File: config.mk
export PLATFORM = sky130hd
export DESIGN_NAME = hms_top
export DESIGN_NICKNAME = d
export VERILOG_FILES = /design/src/rtl/hms_pkg.sv /design/src/rtl/hms_datapath.sv /design/src/rtl/hms_ctrl.sv /design/src/rtl/hms_top.sv
export SDC_FILE = /design/constraint.sdc
export NUM_CORES = 1
export LEC_CHECK = 0
export BUFFER_PORTS_ARGS = -buffer_cell sky130_fd_sc_hd__buf_2
export CAP_MARGIN = 15
export CELL_PAD_IN_SITES_DETAIL_PLACEMENT = 0
export CELL_PAD_IN_SITES_GLOBAL_PLACEMENT = 2
export CORE_MARGIN = 2
export CORE_UTILIZATION = 33
export CTS_BUF_LIST = sky130_fd_sc_hd__clkbuf_2
export CTS_CLUSTER_DIAMETER = 60
export DETAILED_ROUTE_END_ITERATION = 12
export PLACE_DENSITY_LB_ADDON = 0.1
export SLEW_MARGIN = 5
export SYNTH_ARGS = -nofsm -noshare
export SYNTH_HDL_FRONTEND = slang
export SYNTH_SLANG_ARGS = --single-unit
export TNS_END_PERCENT = 5
File: constraint.sdc
create_clock -name clk -period 2.2 [get_ports clk]
set_input_delay 0.44 -clock clk [delete_from_list [all_inputs] [get_ports clk]]
set_output_delay 0.44 -clock clk [all_outputs]
set_load 0.005 [all_outputs]
File: src/rtl/hms_pkg.sv
package hms_pkg;

  typedef enum logic [2:0] {
    ST_RUN    = 3'd0,
    ST_FLUSH  = 3'd1,
    ST_HALTED = 3'd2,
    ST_OSC    = 3'd3,
    ST_PLL    = 3'd4
  } hmsState_e;

  // load strobes from control to the interval counter
  typedef struct packed {
    logic ldFlush;
    logic ldLockout;
    logic ldOsc;
    logic ldPll;
  } hmsStrobe_t;

  function automatic int maxOf(input int a, input int b);
    return (a > b) ? a : b;
  endfunction

endpackage

File: src/rtl/hms_datapath.sv
module hms_datapath
  import hms_pkg::*;
#(
  parameter int FLUSH_BASE     = 16,
  parameter int OSC_SETTLE_CYC = 12,
  parameter int PLL_LOCK_CYC   = 40,
  parameter int LOCKOUT_CYC    = 5,
  parameter int CW             = 7
) (
  input  logic       clk,
  input  logic       rstN,
  input  hmsStrobe_t strobe,
  input  logic [1:0] divSel,
  input  logic       wakePin,
  output logic       cntZero,
  output logic       wakeFall
);

  logic [CW-1:0] cnt;
  logic [CW-1:0] flushLoad;
  logic [2:0]    wakeSh;

  // flush length scales with the divide setting: x1, x1, x2, x4
  always_comb begin
    unique case (divSel)
      2'd2:    flushLoad = CW'(FLUSH_BASE * 2 - 1);
      2'd3:    flushLoad = CW'(FLUSH_BASE * 4 - 1);
      default: flushLoad = CW'(FLUSH_BASE - 1);
    endcase
  end

  always_ff @(posedge clk or negedge rstN) begin
    if (!rstN) begin
      cnt <= '0;
    end else if (strobe.ldFlush) begin
      cnt <= flushLoad;
    end else if (strobe.ldLockout) begin
      cnt <= CW'(LOCKOUT_CYC);
    end else if (strobe.ldOsc) begin
      cnt <= CW'(OSC_SETTLE_CYC - 1);
    end else if (strobe.ldPll) begin
      cnt <= CW'(PLL_LOCK_CYC - 1);
    end else if (cnt != '0) begin
      cnt <= cnt - 1'b1;
    end
  end

  assign cntZero = (cnt == '0);

  // two synchroniser stages followed by the edge-detect flop; pin idles high
  always_ff @(posedge clk or negedge rstN) begin
    if (!rstN) wakeSh <= 3'b111;
    else       wakeSh <= {wakeSh[1:0], wakePin};
  end

  assign wakeFall = wakeSh[2] & ~wakeSh[1];

endmodule

File: src/rtl/hms_ctrl.sv
module hms_ctrl
  import hms_pkg::*;
(
  input  logic       clk,
  input  logic       rstN,
  input  logic       haltReq,
  input  logic       wakeIntEn,
  input  logic       keepIntOsc,
  input  logic       keepWdog,
  input  logic       cntZero,
  input  logic       wakeFall,
  output hmsStrobe_t strobe,
  output hmsState_e  state,
  output logic       coreClkEn,
  output logic       periphClkEn,
  output logic       pllPwrEn,
  output logic       xtalPwrEn,
  output logic       intOscEn,
  output logic       wdogClkEn,
  output logic       wakeIrq
);

  hmsState_e stateNxt;
  logic      irqNxt;

  always_comb begin
    stateNxt = state;
    strobe   = '0;
    irqNxt   = 1'b0;
    unique case (state)
      ST_RUN: if (haltReq) begin
        stateNxt       = ST_FLUSH;
        strobe.ldFlush = 1'b1;
      end
      ST_FLUSH: if (cntZero) begin
        stateNxt         = ST_HALTED;
        strobe.ldLockout = 1'b1;
      end
      ST_HALTED: if (cntZero && wakeFall) begin
        stateNxt     = ST_OSC;
        strobe.ldOsc = 1'b1;
      end
      ST_OSC: if (cntZero) begin
        stateNxt     = ST_PLL;
        strobe.ldPll = 1'b1;
      end
      ST_PLL: if (cntZero) begin
        stateNxt = ST_RUN;
        irqNxt   = wakeIntEn;
      end
      default: stateNxt = ST_RUN;
    endcase
  end

  always_ff @(posedge clk or negedge rstN) begin
    if (!rstN) begin
      state   <= ST_RUN;
      wakeIrq <= 1'b0;
    end else begin
      state   <= stateNxt;
      wakeIrq <= irqNxt;
    end
  end

  logic clocksOn, inHalt;
  assign clocksOn    = (state == ST_RUN) || (state == ST_FLUSH);
  assign inHalt      = (state == ST_HALTED);
  assign coreClkEn   = clocksOn;
  assign periphClkEn = clocksOn;
  assign xtalPwrEn   = !inHalt;
  assign pllPwrEn    = !inHalt && (state != ST_OSC);
  assign intOscEn    = !inHalt || keepIntOsc;
  assign wdogClkEn   = !inHalt || keepWdog;

endmodule

File: src/rtl/hms_top.sv
module hms_top
  import hms_pkg::*;
#(
  parameter int FLUSH_BASE     = 16,
  parameter int OSC_SETTLE_CYC = 12,
  parameter int PLL_LOCK_CYC   = 40,
  parameter int LOCKOUT_CYC    = 5
) (
  input  logic       clk,
  input  logic       rstN,
  input  logic       haltReq,
  input  logic [1:0] divSel,
  input  logic       keepIntOsc,
  input  logic       keepWdog,
  input  logic       wakeIntEn,
  input  logic       wakePin,
  output logic       coreClkEn,
  output logic       periphClkEn,
  output logic       pllPwrEn,
  output logic       xtalPwrEn,
  output logic       intOscEn,
  output logic       wdogClkEn,
  output logic       wakeIrq,
  output logic [2:0] status
);

  localparam int MAX_CNT = maxOf(maxOf(FLUSH_BASE * 4, OSC_SETTLE_CYC),
                                 maxOf(PLL_LOCK_CYC, LOCKOUT_CYC));
  localparam int CW = $clog2(MAX_CNT + 1);

  hmsStrobe_t strobe;
  hmsState_e  state;
  logic       cntZero;
  logic       wakeFall;

  hms_datapath #(
    .FLUSH_BASE(FLUSH_BASE), .OSC_SETTLE_CYC(OSC_SETTLE_CYC),
    .PLL_LOCK_CYC(PLL_LOCK_CYC), .LOCKOUT_CYC(LOCKOUT_CYC), .CW(CW)
  ) u_dp (
    .clk(clk), .rstN(rstN), .strobe(strobe), .divSel(divSel),
    .wakePin(wakePin), .cntZero(cntZero), .wakeFall(wakeFall)
  );

  hms_ctrl u_ctrl (
    .clk(clk), .rstN(rstN), .haltReq(haltReq), .wakeIntEn(wakeIntEn),
    .keepIntOsc(keepIntOsc), .keepWdog(keepWdog), .cntZero(cntZero),
    .wakeFall(wakeFall), .strobe(strobe), .state(state),
    .coreClkEn(coreClkEn), .periphClkEn(periphClkEn), .pllPwrEn(pllPwrEn),
    .xtalPwrEn(xtalPwrEn), .intOscEn(intOscEn), .wdogClkEn(wdogClkEn),
    .wakeIrq(wakeIrq)
  );

  assign status = state;

endmodule

-- After elaboration in Yosys (flattened, before gate mapping)
Index checks and enable logic that the tools add are counted.
W data, S select, Z words.
- flip-flop bits (word level): 14
- input port bits: 9
- output and inout port bits: 10
- word-level logic and storage cells: 51
- add/sub/neg operators: 1
- equal/unequal tests: 12
- multiplexer cells: 21
- bitwise gates (word level): 2
- reduce and logical (&&, ||, !) cells: 11
- operators with widths (cell ; number):
    $mux W7 ; 5
    $mux W3 ; 5
    $pmux W3 S5 ; 1
    $pmux W6 S2 ; 1
    $mux W1 ; 9
    $logic_not A7 Y1 ; 1
    $reduce_bool A7 Y1 ; 1
    $sub A7 B1 Y7 const B ; 1
    $eq A3 B2 Y1 const B ; 2
    $ne A2 B1 Y1 const B ; 3
    $reduce_and A5 Y1 ; 1
    $reduce_bool A5 Y1 ; 1
    $eq A2 B2 Y1 const B ; 2
    $ne A2 B2 Y1 const B ; 2
    $eq A3 B1 Y1 const B ; 1
    $eq A3 B3 Y1 const B ; 1
    $logic_not A3 Y1 ; 1
    $logic_or A1 B1 Y1 ; 3
    $ne A3 B2 Y1 const B ; 1
    $logic_and A1 B1 Y1 ; 2
    $and A1 B1 Y1 ; 1
    $logic_not A1 Y1 ; 1
    $not A1 Y1 ; 1

-- Logic depth before layout (Yosys ltp)
- depth after elaboration: 8
- mapped depth: 7
- mapped depth without buffers: 6

-- Modules after synthesis
Synthesis repeated with hierarchy kept, for this count alone.
- cell total of the unflattened synthesis: 80
- area, all modules: 792.0 µm²
- modules (own cells, without submodules) (module ; times used ; cells each ; area an instance (µm²) ; seq. area each (µm²)):
    hms_datapath ; 1 ; 51 ; 508.0 ; 254.0
    hms_ctrl ; 1 ; 29 ; 284.0 ; 100.1

-- Worst setup path before layout
OpenSTA, ideal clock, no wires.
- kind: reg-to-reg
- start point: register u_dp.cnt[0]
- end point: register u_dp.cnt[1]
- library setup time: 125 ps
- arrival time: 1598 ps
- data required time: 2075 ps
- path slack: 477 ps
- stages on the path, launching flop included: 8
- buffers on the path: 1
- clock period less this slack: 1723 ps
- path through: dfrtp_1 > inv_1 > ha_1 > nor4b_4 > and2_1 > buf_6 > o21ai_2 > mux2_4
- word-level cells in the longest chain between the ends: 7
- elaborated cells on any way between the ends: 15
- classes of those cells: add/sub: 1; mux: 10; reduce/logical: 4
- RTL lines (element ; line ; source):
    start, declared ; hms_datapath.sv:19 ; logic [CW-1:0] cnt;
    start signal, assigned ; hms_datapath.sv:36 ; cnt <= flushLoad;
    start signal, assigned ; hms_datapath.sv:38 ; cnt <= CW'(LOCKOUT_CYC);
    start signal, assigned ; hms_datapath.sv:40 ; cnt <= CW'(OSC_SETTLE_CYC - 1);
    branches (longest 7 deep; another with $sub A7 B1 Y7) ; - ;
Parallel ways; which one is timed is not known. The select of a mux whose other input is x is not followed.
A chain may end at the register's enable or synchronous reset.

-- Worst setup path in the final report
- start point: register u_ctrl.state[2]
- end point: output port wdogClkEn
- word-level cells in the longest chain between the ends: 3
- RTL lines (element ; line ; source):
    start, declared ; hms_ctrl.sv:13 ; output hmsState_e state,
    start signal, assigned ; hms_ctrl.sv:60 ; state <= stateNxt;
    $eq A3 B2 Y1 ; hms_ctrl.sv:67 ; assign inHalt = (state == ST_HALTED);
    $logic_not A1 Y1 ; hms_ctrl.sv:73 ; assign wdogClkEn = !inHalt || keepWdog;
    $logic_or A1 B1 Y1 ; hms_ctrl.sv:73 ;
    end, declared ; hms_top.sv:22 ; output logic wdogClkEn,
No other way between the ends.

==> impl_metrics.json <==
{
  "syn-num-nets": 95,
  "critPathLaunch": "u_ctrl.state[2]",
  "drc": 0,
  "hp-start": "wakePin",
  "worst_setup_path_start_kind": "flop",
  "r2r_cells": 6,
  "cts_made_buffers": 3,
  "hold_class": "input port to flop",
  "fmax_mhz": 504.8,
  "die_x_um": 53.99,
  "crit_type": "flop to output port",
  "layout_common_cells": "buf_2, dfrtp_1, nor2_1, inv_1, nor2b_1",
  "cts_tree": "done",
  "grt_pass1_vias": 651,
  "grt_overflow_total": 0,
  "p_int_uw": 652.6,
  "comb_power_share": 0.495,
  "totalPowerFinal_uw": 1124,
  "drive_gt1_frac": 0.3238,
  "coreArea_um2": 2432,
  "peakVddDrop_uv": 461.9,
  "r2r_start": "u_dp.cnt[0]",
  "p_sw_uw": 471.1,
  "io_buffers": 18,
  "areaGrowthSynthToFinish_pct": 16.84,
  "critPathArrivalTime_ps": 1540,
  "wl_per_cell_um": 13.91,
  "cts-root-buf": "clkbuf_2",
  "ant_nets": 0,
  "clock-sinks": 14,
  "start_util": 0.3390,
  "synth_cell_type_count": 40,
  "synth_edf_count": 0,
  "r2r_slack_ps": 240,
  "layout_min_cycle_time_ps": 1981,
  "clock_skew_ps": 5.460,
  "dp.cells": 130,
  "r2r_end": "u_dp.cnt[1]",
  "final_common_cell": "buf_2",
  "finalMaxSlewViolations": 0,
  "antenna_found_initial": 0,
  "synth_seq_area_share": 0.4294,
  "antenna_cells": 0,
  "synthCells": 85,
  "rows": 18,
  "hpwl_um": 1397,
  "power.density_nw_per_um2": 1166,
  "die_h_um": 53.99,
  "dpl_cell_area_um2": 934.6,
  "h-tree-depth": 1,
  "setup_viol": 0,
  "via_count": 700,
  "hold_depth": 1,
  "syn_area_um2": 824.5,
  "status": "complete, no violations",
  "routed_wl_um": 1878,
  "post-cts-setup-buffers": 0,
  "synth.yosys.warnings": 0,
  "hold_end": "u_dp.wakeSh[0]",
  "ios": 19,
  "grt_pass1_wl_um": 3105,
  "tightest_slew_ps": 437.2,
  "clock_latency_ps": 290,
  "synth_seq_cells": 14,
  "dieArea_um2": 2914,
  "gp_congestion": 0.7428,
  "cts.clk_slew.worst_paths_ps": 150,
  "drt_first_pass_iters": 4,
  "cp_max_fo": 8,
  "fin_area_um2": 963.4,
  "final_cells": 135,
  "setup_tns_ps": 0,
  "fillCellCount": 270,
  "synthArstFlopShare": 1.000,
  "grt_use_total": 0.1588,
  "via_per_inst": 5.185,
  "max-cap-violations": 0,
  "fin_crit_sh": 0.9005,
  "pwr-share-clk": 0.114,
  "syn_avg_cell_area_um2": 9.700,
  "grt_max_degree": 16,
  "switching_share": 0.4192,
  "cts_buffer_depth": 2,
  "fin_nets": 116,
  "power.leakage_uw": 0.0004283,
  "critPathRequiredTime_ps": 1760,
  "rsz0062_at_grt": "false",
  "relSlewSlack": 0.7085,
  "pwr-share-seq": 0.390,
  "final_hold_viol_count": 0,
  "endpoint_kind": "output port",
  "synth_flop_cell": "dfrtp_1",
  "drt_first_iter_violations": 15
}
## critical path, cell delays in order, from the launching register on
cell     delay (ps)
dfrtp_1         510
nor2b_1         230
inv_1            80
or3_1           300
buf_2           130
## worst max-delay path by stage
stage | cells past startpoint | endpoint | slack, ps
after floorplan | 7 | u_dp.cnt[1] | 480
after global placement | 6 | u_dp.cnt[1] | 310
after detailed placement | 6 | u_dp.cnt[1] | 250
after CTS | 4 | wdogClkEn | 180
after global routing | 6 | u_dp.cnt[1] | 70
final | 4 | wdogClkEn | 220
## sequential cells by signal, summed over array words and instances (netlist names)
name and cells:
u_dp.cnt 7, u_ctrl.state 3, u_dp.wakeSh 3, u_ctrl.wakeIrq 1
## layer usage
layer	vias to the layer above	global-route usage	wire length, µm
met1	337	0.2051	894
met2	20	0.2297	854
met5	-	0	0
met4	0	0.07500	27
met3	2	0.06389	101
li1	341	-	-
## metrics by stage
stage	setup WS, ps	hold WS (ps)	utilization
2_1_floorplan	476.9	144.4	-
5_1_grt	72.18	170.2	0.3961
4_1_cts	181.6	9.881	0.3920
6_report	219.0	226.4	0.3961
3_5_place_dp	248.3	347.0	0.3843
3_3_place_gp	306.3	345.4	0.3843
## cell usage after synthesis (all sizes together), types with 2 or more instances
| cell | instances | area, µm² |
|---|---|---|
| a211o | 2 | 17.52 |
| a21oi | 2 | 10.01 |
| a31oi | 3 | 18.77 |
| and2 | 2 | 12.51 |
| buf | 4 | 28.78 |
| dfrtp | 11 | 275.3 |
| dfstp | 3 | 78.83 |
| inv | 5 | 18.77 |
| nand2 | 5 | 21.27 |
| nand3 | 4 | 20.02 |
| nor2 | 10 | 40.04 |
| nor2b | 5 | 31.28 |
| nor3 | 3 | 15.01 |
| o21ai | 4 | 23.77 |
| or3 | 2 | 12.51 |
## logic make-up (layout without fill, tap and decap cells)
kind of cell | Yosys count | count (layout) | synth area share
buffers and inverters | 10 | 30 | 0.06222
DFF | 14 | 14 | 0.4294
adders and majority gates | 1 | 1 | 0.01517
and+or+nand+nor | 34 | 34 | 0.2322
AOI/OAI and AO/OA | 22 | 22 | 0.2094
muxes | 2 | 2 | 0.03034
xor gates and xnor gates | 2 | 2 | 0.02125
## power by group through the flow
stage               Sequential (µW)  Combinational, µW  Clock (µW)
CTS                             441                561         137
global placement                448                563           0
floorplan                       419                445           0
detailed placement              444                559           0
global route                    452                628         153
finish                          439                556         129
## what timing repair did
| item | 4_1_cts | 5_1_grt |
|---|---|---|
| hold buffers | 0 | 1 |
| endpoints found under the hold margin | 0 | 5 |
| resized for setup | 0 | 0 |
## final cells by class
| type | instances | area [µm²] | share of cell area |
|---|---|---|---|
| clock buffer | 3 | 15.01 | 0.01558 |
| clock inverter | 1 | 3.754 | 0.003896 |
| inverter | 5 | 18.77 | 0.01948 |
| multi-input combinational | 61 | 419.2 | 0.4351 |
| sequential | 14 | 354.1 | 0.3675 |
| tap | 30 | 37.54 | 0.03896 |
| timing repair buffer | 21 | 115.1 | 0.1195 |
(Power assumes the default switching activity.)
